[src/rtl/eaddr_pkg.sv]
package eaddr_pkg;

    localparam int unsigned EA_DW = 8;
    localparam int unsigned EA_AW = 2 * EA_DW;
    localparam int unsigned EA_CW = 3;
    localparam int unsigned EA_MW = 4;

    typedef enum logic [EA_MW-1:0] {
        M_IMM  = 4'd0,
        M_ZP   = 4'd1,
        M_ZPX  = 4'd2,
        M_ZPY  = 4'd3,
        M_ABS  = 4'd4,
        M_ABSX = 4'd5,
        M_ABSY = 4'd6,
        M_INDX = 4'd7,
        M_INDY = 4'd8,
        M_REL  = 4'd9
    } ea_mode_e;

    typedef enum logic [1:0] {
        S_IDLE = 2'd0,
        S_LO   = 2'd1,
        S_HI   = 2'd2
    } ea_fsm_e;

    typedef struct packed {
        ea_fsm_e           fsm;
        ea_mode_e          mode;
        logic              rd;
        logic [EA_DW-1:0]  ptr;
        logic [EA_DW-1:0]  ptr_lo;
        logic [EA_DW-1:0]  yreg;
        logic [EA_AW-1:0]  ea;
        logic [EA_AW-1:0]  npc;
        logic [EA_CW-1:0]  cyc;
        logic              done;
    } ea_state_t;

endpackage

[src/rtl/eaddr_idx_add.sv]
module eaddr_idx_add #(
    parameter int unsigned DW = 8,
    parameter int unsigned AW = 2 * DW
) (
    input  logic [AW-1:0] base,
    input  logic [DW-1:0] idx,
    output logic [AW-1:0] sum,
    output logic          crossed
);
    localparam int unsigned PAD = AW - DW;

    always_comb begin
        sum     = base + {{PAD{1'b0}}, idx};
        // the low byte of the sum is below the index exactly when a carry left the page
        crossed = (idx > sum[DW-1:0]);
    end
endmodule

[src/rtl/eaddr_branch.sv]
module eaddr_branch #(
    parameter int unsigned DW = 8,
    parameter int unsigned AW = 2 * DW,
    parameter int unsigned CW = 3
) (
    input  logic [AW-1:0] pc_next,
    input  logic [DW-1:0] offset,
    input  logic          taken,
    output logic [AW-1:0] target,
    output logic [CW-1:0] cost
);
    localparam int unsigned PAD = AW - DW;
    localparam logic [CW-1:0] COST_SKIP = CW'(2);
    localparam logic [CW-1:0] COST_TAKE = CW'(3);
    localparam logic [CW-1:0] COST_FAR  = CW'(4);

    logic [AW-1:0] jump;
    logic          far;

    always_comb begin
        jump   = pc_next + {{PAD{offset[DW-1]}}, offset};
        far    = (jump[AW-1:DW] != pc_next[AW-1:DW]);
        target = taken ? jump : pc_next;
        if (!taken)   cost = COST_SKIP;
        else if (far) cost = COST_FAR;
        else          cost = COST_TAKE;
    end
endmodule

[src/rtl/eaddr_unit.sv]
module eaddr_unit
    import eaddr_pkg::*;
(
    input  logic               clk,
    input  logic               rst_n,
    input  logic               start,
    input  logic [EA_MW-1:0]   mode,
    input  logic [EA_DW-1:0]   op_lo,
    input  logic [EA_DW-1:0]   op_hi,
    input  logic [EA_DW-1:0]   idx_x,
    input  logic [EA_DW-1:0]   idx_y,
    input  logic [EA_AW-1:0]   pc,
    input  logic               is_read,
    input  logic               br_taken,
    output logic               zp_req,
    output logic [EA_DW-1:0]   zp_addr,
    input  logic               zp_ack,
    input  logic [EA_DW-1:0]   zp_rdata,
    output logic               done,
    output logic [EA_AW-1:0]   ea,
    output logic [EA_AW-1:0]   next_pc,
    output logic [EA_CW-1:0]   cycles
);
    localparam logic [EA_CW-1:0] CYC_NONE  = '0;
    localparam logic [EA_CW-1:0] CYC_ONE   = EA_CW'(1);
    localparam logic [EA_DW-1:0] ZERO_PAGE = '0;

    ea_state_t cur_q, nxt_d;
    ea_mode_e  in_mode;

    logic [EA_AW-1:0] pc_p1, pc_p2;
    logic [EA_AW-1:0] add_base_d, add_sum;
    logic [EA_DW-1:0] add_idx_d;
    logic             add_cross;
    logic [EA_AW-1:0] br_target;
    logic [EA_CW-1:0] br_cost;
    logic             in_hi;

    assign in_mode = ea_mode_e'(mode);
    assign pc_p1   = pc + EA_AW'(1);
    assign pc_p2   = pc + EA_AW'(2);
    assign in_hi   = (cur_q.fsm == S_HI);

    // one shared adder: operand base while idle, fetched pointer during the high-byte fetch
    always_comb begin
        if (in_hi) begin
            add_base_d = {zp_rdata, cur_q.ptr_lo};
            add_idx_d  = cur_q.yreg;
        end else begin
            add_base_d = {op_hi, op_lo};
            add_idx_d  = (in_mode == M_ABSY) ? idx_y : idx_x;
        end
    end

    eaddr_idx_add #(.DW(EA_DW), .AW(EA_AW)) u_add (
        .base    (add_base_d),
        .idx     (add_idx_d),
        .sum     (add_sum),
        .crossed (add_cross)
    );

    eaddr_branch #(.DW(EA_DW), .AW(EA_AW), .CW(EA_CW)) u_br (
        .pc_next (pc_p1),
        .offset  (op_lo),
        .taken   (br_taken),
        .target  (br_target),
        .cost    (br_cost)
    );

    always_comb begin
        nxt_d      = cur_q;
        nxt_d.done = 1'b0;
        unique case (cur_q.fsm)
            S_IDLE: begin
                if (start) begin
                    nxt_d.mode = in_mode;
                    nxt_d.rd   = is_read;
                    nxt_d.yreg = idx_y;
                    nxt_d.npc  = pc_p1;
                    nxt_d.cyc  = CYC_NONE;
                    nxt_d.done = 1'b1;
                    case (in_mode)
                        M_ZP:  nxt_d.ea = {ZERO_PAGE, op_lo};
                        M_ZPX: nxt_d.ea = {ZERO_PAGE, op_lo + idx_x};
                        M_ZPY: nxt_d.ea = {ZERO_PAGE, op_lo + idx_y};
                        M_ABS: begin
                            nxt_d.ea  = {op_hi, op_lo};
                            nxt_d.npc = pc_p2;
                        end
                        M_ABSX, M_ABSY: begin
                            nxt_d.ea  = add_sum;
                            nxt_d.npc = pc_p2;
                            nxt_d.cyc = (is_read && !add_cross) ? CYC_NONE : CYC_ONE;
                        end
                        M_INDX: begin
                            nxt_d.ptr  = op_lo + idx_x;
                            nxt_d.fsm  = S_LO;
                            nxt_d.done = 1'b0;
                        end
                        M_INDY: begin
                            nxt_d.ptr  = op_lo;
                            nxt_d.fsm  = S_LO;
                            nxt_d.done = 1'b0;
                        end
                        M_REL: begin
                            nxt_d.ea  = br_target;
                            nxt_d.npc = br_target;
                            nxt_d.cyc = br_cost;
                        end
                        default: begin
                            nxt_d.mode = M_IMM;
                            nxt_d.ea   = pc;
                        end
                    endcase
                end
            end
            S_LO: begin
                if (zp_ack) begin
                    nxt_d.ptr_lo = zp_rdata;
                    nxt_d.fsm    = S_HI;
                end
            end
            S_HI: begin
                if (zp_ack) begin
                    nxt_d.fsm  = S_IDLE;
                    nxt_d.done = 1'b1;
                    if (cur_q.mode == M_INDY) begin
                        nxt_d.ea  = add_sum;
                        nxt_d.cyc = (cur_q.rd && !add_cross) ? CYC_NONE : CYC_ONE;
                    end else begin
                        nxt_d.ea  = {zp_rdata, cur_q.ptr_lo};
                        nxt_d.cyc = CYC_NONE;
                    end
                end
            end
            default: nxt_d.fsm = S_IDLE;
        endcase
    end

    always_ff @(posedge clk or negedge rst_n) begin
        if (!rst_n) begin
            cur_q <= '{fsm: S_IDLE, mode: M_IMM, default: '0};
        end else begin
            cur_q <= nxt_d;
        end
    end

    assign zp_req  = (cur_q.fsm != S_IDLE);
    assign zp_addr = in_hi ? (cur_q.ptr + EA_DW'(1)) : cur_q.ptr;
    assign done    = cur_q.done;
    assign ea      = cur_q.ea;
    assign next_pc = cur_q.npc;
    assign cycles  = cur_q.cyc;

    logic [EA_MW-1:0] chk_mode;
    logic             chk_rd;
    logic             chk_lo;
    assign chk_mode = cur_q.mode;
    assign chk_rd   = cur_q.rd;
    assign chk_lo   = (cur_q.fsm == S_LO);

endmodule

[config.mk]
export PLATFORM = sky130hd
export DESIGN_NAME = eaddr_unit
export DESIGN_NICKNAME = d
export VERILOG_FILES = /design/src/rtl/eaddr_pkg.sv /design/src/rtl/eaddr_idx_add.sv /design/src/rtl/eaddr_branch.sv /design/src/rtl/eaddr_unit.sv
export SDC_FILE = /design/constraint.sdc
export NUM_CORES = 1
export LEC_CHECK = 0
export BUFFER_PORTS_ARGS = -buffer_cell sky130_fd_sc_hd__buf_2
export CAP_MARGIN = 25
export CORE_MARGIN = 5
export CORE_UTILIZATION = 50
export CTS_CLUSTER_SIZE = 8
export DETAILED_ROUTE_END_ITERATION = 6
export PLACE_DENSITY = 0.74
export RECOVER_POWER = 50
export SETUP_SLACK_MARGIN = 0.02
export SYNTH_ARGS = -nofsm -noshare
export SYNTH_HDL_FRONTEND = slang
export SYNTH_SLANG_ARGS = --single-unit
[constraint.sdc]
create_clock -name clk -period 4.48 [get_ports clk]
set_input_delay 0 -clock clk [delete_from_list [all_inputs] [get_ports clk]]
set_output_delay 0 -clock clk [all_outputs]
set_load 0.005 [all_outputs]
==> results.yml <==
outcome:
  status: "finished with violations"
  violations: "max-capacitance violations, max-slew violations"
route:
  vias_per_cell: 6.160
  route.detailed.drc: 0
  drt_iter0_markers: 905
  drt_pre_antenna_iters: 6
  wirelength_um: 25120
  via_count: 7626
  wire_per_inst_um: 20.29
  ant_nets: 0
clocking:
  insertion_delay_ps: 350
  cts_tree: "done"
  clk_path_buf_depth: 2
  cts_root_buf: "clkbuf_16"
  cts_buffers: 9
  cts.sinks: 67
  cts_resized: 0
  clk_pin_slew_worst_paths_ps: 60
  h-tree-depth: 3
global_routing:
  grt_pass1_wl_um: 39400
  gr-usage-all-layers_pct: 27.95
  met1_usage_pct: 38.59
  overflow: 0
  grt_max_degree: 68
  gr-usage-met2_pct: 43.66
  antenna_found_initial: 0
  grt_pass1_vias: 7216
  grt_util_met3_pct: 6.069
  grt.busiest_layer: "met2"
setup_path:
  worst_setup_path_end_kind: "flop"
  slowest_delay_ps: 410
  crit_buf_inv: 2
  rrSetupSlack_ps: 360
  r2r-start: "cur_q[66]"
  cpLargestDelayFamily: "compound AO/OA/AOI/OAI gates"
  path_depth: 20
  critPathLaunch: "cur_q[66]"
  endpoint: "cycles[0]"
  slowest_stage: "dfrtp_1"
  worst-setup-path-type: "reg2reg"
  crit_fanout: 20
  crit_chain: "nor2b_4, buf_4, nor2_1, a21o_1, ha_1, inv_1, fa_1, nor2b_1, nor2_1, maj3_1, o221ai_1, a21oi_1, xor2_1, ha_1, a21o_1, a21oi_1, o21ai_0, o31ai_1, a311oi_1, a221o_1"
  r2r_cells: 20
  required_ps: 4720
  r2r_end: "cycles[0]"
  arrival_ps: 4360
  worstSetupStartpointType: "flop"
cells_and_area:
  seq_area_sq_mm: 0.001677
  nNetsFinal: 1166
  final_core_util_pct: 57.96
  fillers: 1348
  areaGrowthSynthToFinish_pct: 13.09
  antenna_cells: 0
  fin_cells: 1238
  stdcell_area_sq_mm: 0.008456
  multi_input_area_sq_mm: 0.005210
  drive_gt1_share_pct: 14.61
logic_synthesis:
  yosysUniqueCellTypes: 77
  synth_nets: 1094
  yosysSeqAreaShare_pct: 22.42
  syn_area_sq_mm: 0.007477
  synth_compound_area_share_pct: 23.16
  synth-simple-area-share_pct: 21.07
  synth.area.mux_share_pct: 5.589
  synth-adder-area-share_pct: 9.070
  synth_edf_count: 0
  synth_seq_cells: 67
  syn_inst: 977
  ys.warnings.count: 0
  ys.flop_type: "dfrtp_1"
  synth_top_family_by_area: "compound AO/OA/AOI/OAI gates"
  yosys.area_share.xor_xnor_pct: 10.69
  ys_async_sr_fraction_pct: 100.0
  synth_area_per_cell_sq_um: 7.653
power_and_ir_drop:
  power_mw: 2.938
  p_leak_nw: 3.694
  combPwrFrac_pct: 40.7
  vdd_drop_max_uv: 208.8
  powerDensity_mw_per_mm2: 347.4
  p_int_mw: 1.835
  swShare_pct: 37.55
  seqPwrFrac_pct: 29.5
  p_sw_mw: 1.103
  clkPwrFrac_pct: 29.8
sta:
  final_max_slew_viol_count: 68
  setup_viol: 0
  slew_headroom_pct: -17.61
  fin_crit_sh_pct: 91.96
  worstMarginPinSlew_ps: 1764
  period_needed_ps: 4120
  hold_viol_final: 0
  finClkSkew_ps: 8.001
  setup_tns_ps: 0
  rsz0062_at_grt: "false"
  max_freq_mhz: 242.7
floorplan:
  ios: 111
  dieArea_sq_mm: 0.01750
  die_h_um: 132.3
  core_area_sq_mm: 0.01459
  die_w_um: 132.3
  rows: 44
  initial_utilization_pct: 51.25
hold_path:
  hp-class: "in2reg"
placement:
  dp_hpwl_um: 19370
  io_buffers: 110
  placed_cells: 1202
  gp_congestion: 1.000
  place_area_sq_mm: 0.007926
run:
  drv_cap: 1
[worst min-delay path by stage]
stage             start          end  cells past startpoint
4_1_cts        op_hi[1]        ea[9]                      3
3_5_place_dp   idx_y[2]    cur_q[38]                      3
2_1_floorplan     rst_n  chk_mode[0]                      0
3_3_place_gp    is_read       chk_rd                      3
6_report       op_hi[1]        ea[9]                      3
5_1_grt          pc[14]       ea[14]                      3
[cells by family after synthesis]
logic type      Yosys count
compound gates          273
xor+xnor                 84
fa+ha+maj                52
buf+inv                 120
flops                    67
mux                      40
simple gates            341
[placed cells by master, fill, tap and decap left out, drive strengths merged, types with 4 or more instances in the layout]
| master | n |
|---|---|
| o21ai | 74 |
| o2111ai | 4 |
| a221oi | 8 |
| buf | 107 |
| nand2 | 140 |
| a22oi | 7 |
| a31oi | 8 |
| a21oi | 78 |
| inv | 34 |
| dfrtp | 67 |
| a21o | 11 |
| or3 | 5 |
| o221ai | 8 |
| mux2i | 26 |
| o211ai | 7 |
| o22ai | 10 |
| nand2b | 12 |
| xor2 | 29 |
| nor3 | 17 |
| xnor2 | 51 |
| nand4 | 10 |
| fa | 4 |
| nand3 | 32 |
| nor2b | 11 |
| and3 | 7 |
| nor4 | 4 |
| ha | 47 |
| clkbuf | 33 |
| mux2 | 14 |
| o21a | 6 |
| a211oi | 10 |
| and2 | 5 |
| nor2 | 83 |
| dlygate4sd3 | 19 |
| o31ai | 8 |
[layer usage]
layer / wire [um] / share of wire, %
met4: 608 / 2.4
met3: 2411 / 9.6
met5: 0 / 0
met1: 10820 / 43
met2: 11280 / 45
[through the flow]
stage	hold slack, ps	setup WS, ps
after floorplan	-295.6	45.00
after global placement	236.9	446.9
after detailed placement	242.6	295.5
after CTS	29.71	292.3
after global routing	62.17	75.98
final	31.23	360.1
[power groups by stage]
| stage | sequential [mW] | combinational [mW] | clock [mW] |
|---|---|---|---|
| finish | 0.865 | 1.20 | 0.876 |
| detailed placement | 0.871 | 1.17 | 0 |
| CTS | 0.860 | 1.19 | 0.878 |
| global placement | 0.866 | 1.16 | 0 |
| floorplan | 0.835 | 0.870 | 0 |
| global route | 0.884 | 1.32 | 0.899 |
[area by class of cell]
| class | instances | area share (%) |
|---|---|---|
| inverters | 33 | 1.465 |
| well taps | 184 | 2.723 |
| multi-input cells | 790 | 61.62 |
| flip-flops and latches | 67 | 19.83 |
| clock inverters | 5 | 1.273 |
| clock buffers | 11 | 2.989 |
| repair buffers | 148 | 10.11 |
[registers in the layout (all words and copies together) (netlist names)]
| register | flops |
|---|---|
| cycles | 3 |
| cur_q | 26 |
| chk_mode | 4 |
| next_pc | 16 |
| ea | 16 |
| done | 1 |
| chk_rd | 1 |
[worst register-to-register path, delay by kind of cell (launching register included)]
family / cells / cell delay (ps)
AND/OR/NAND/NOR: 4 / 500
adder cells (fa/ha/maj): 4 / 1220
buffers and inverters: 2 / 260
XOR/XNOR: 1 / 200
flip-flops: 1 / 410
AO/OA/AOI/OAI: 9 / 1440
[synth_stat cells (3+ instances only)]
library cell	number	area, sq um
nand2_1	140	525.5
nor2_1	82	307.8
a21oi_1	78	390.4
o21ai_0	72	360.4
dfrtp_1	67	1677
xnor2_1	51	446.7
ha_1	47	588.1
clkbuf_1	41	153.9
buf_4	37	277.8
inv_1	33	123.9
nand3_1	32	160.2
xor2_1	28	245.2
mux2i_1	26	260.3
nor3_1	17	85.08
mux2_2	13	146.4
nand2b_1	12	75.07
a21o_1	11	82.58
nor2b_1	11	68.82
a211oi_1	10	75.07
o22ai_1	10	62.56
nand4_1	9	56.30
a221oi_1	8	70.07
a31oi_1	8	50.05
o221ai_1	8	70.07
a22oi_1	7	52.55
and3_1	7	43.79
buf_2	7	35.03
o211ai_1	7	52.55
o31ai_1	7	52.55
o21a_1	6	45.04
or3_1	5	31.28
and2_1	4	25.02
fa_1	4	80.08
o2111ai_1	4	35.03
a21boi_0	3	22.52
a41oi_1	3	26.28
nand4b_1	3	26.28
o21bai_1	3	22.52
o22a_1	3	26.28
xnor3_1	3	67.56
[what timing repair did]
item                                    in CTS  in global routing
setup buffers                                0                  1
hold buffers                                19                  0
endpoints found under the setup margin       0                  1
endpoints found under the hold margin       86                  0
(Power assumes the default switching activity.)
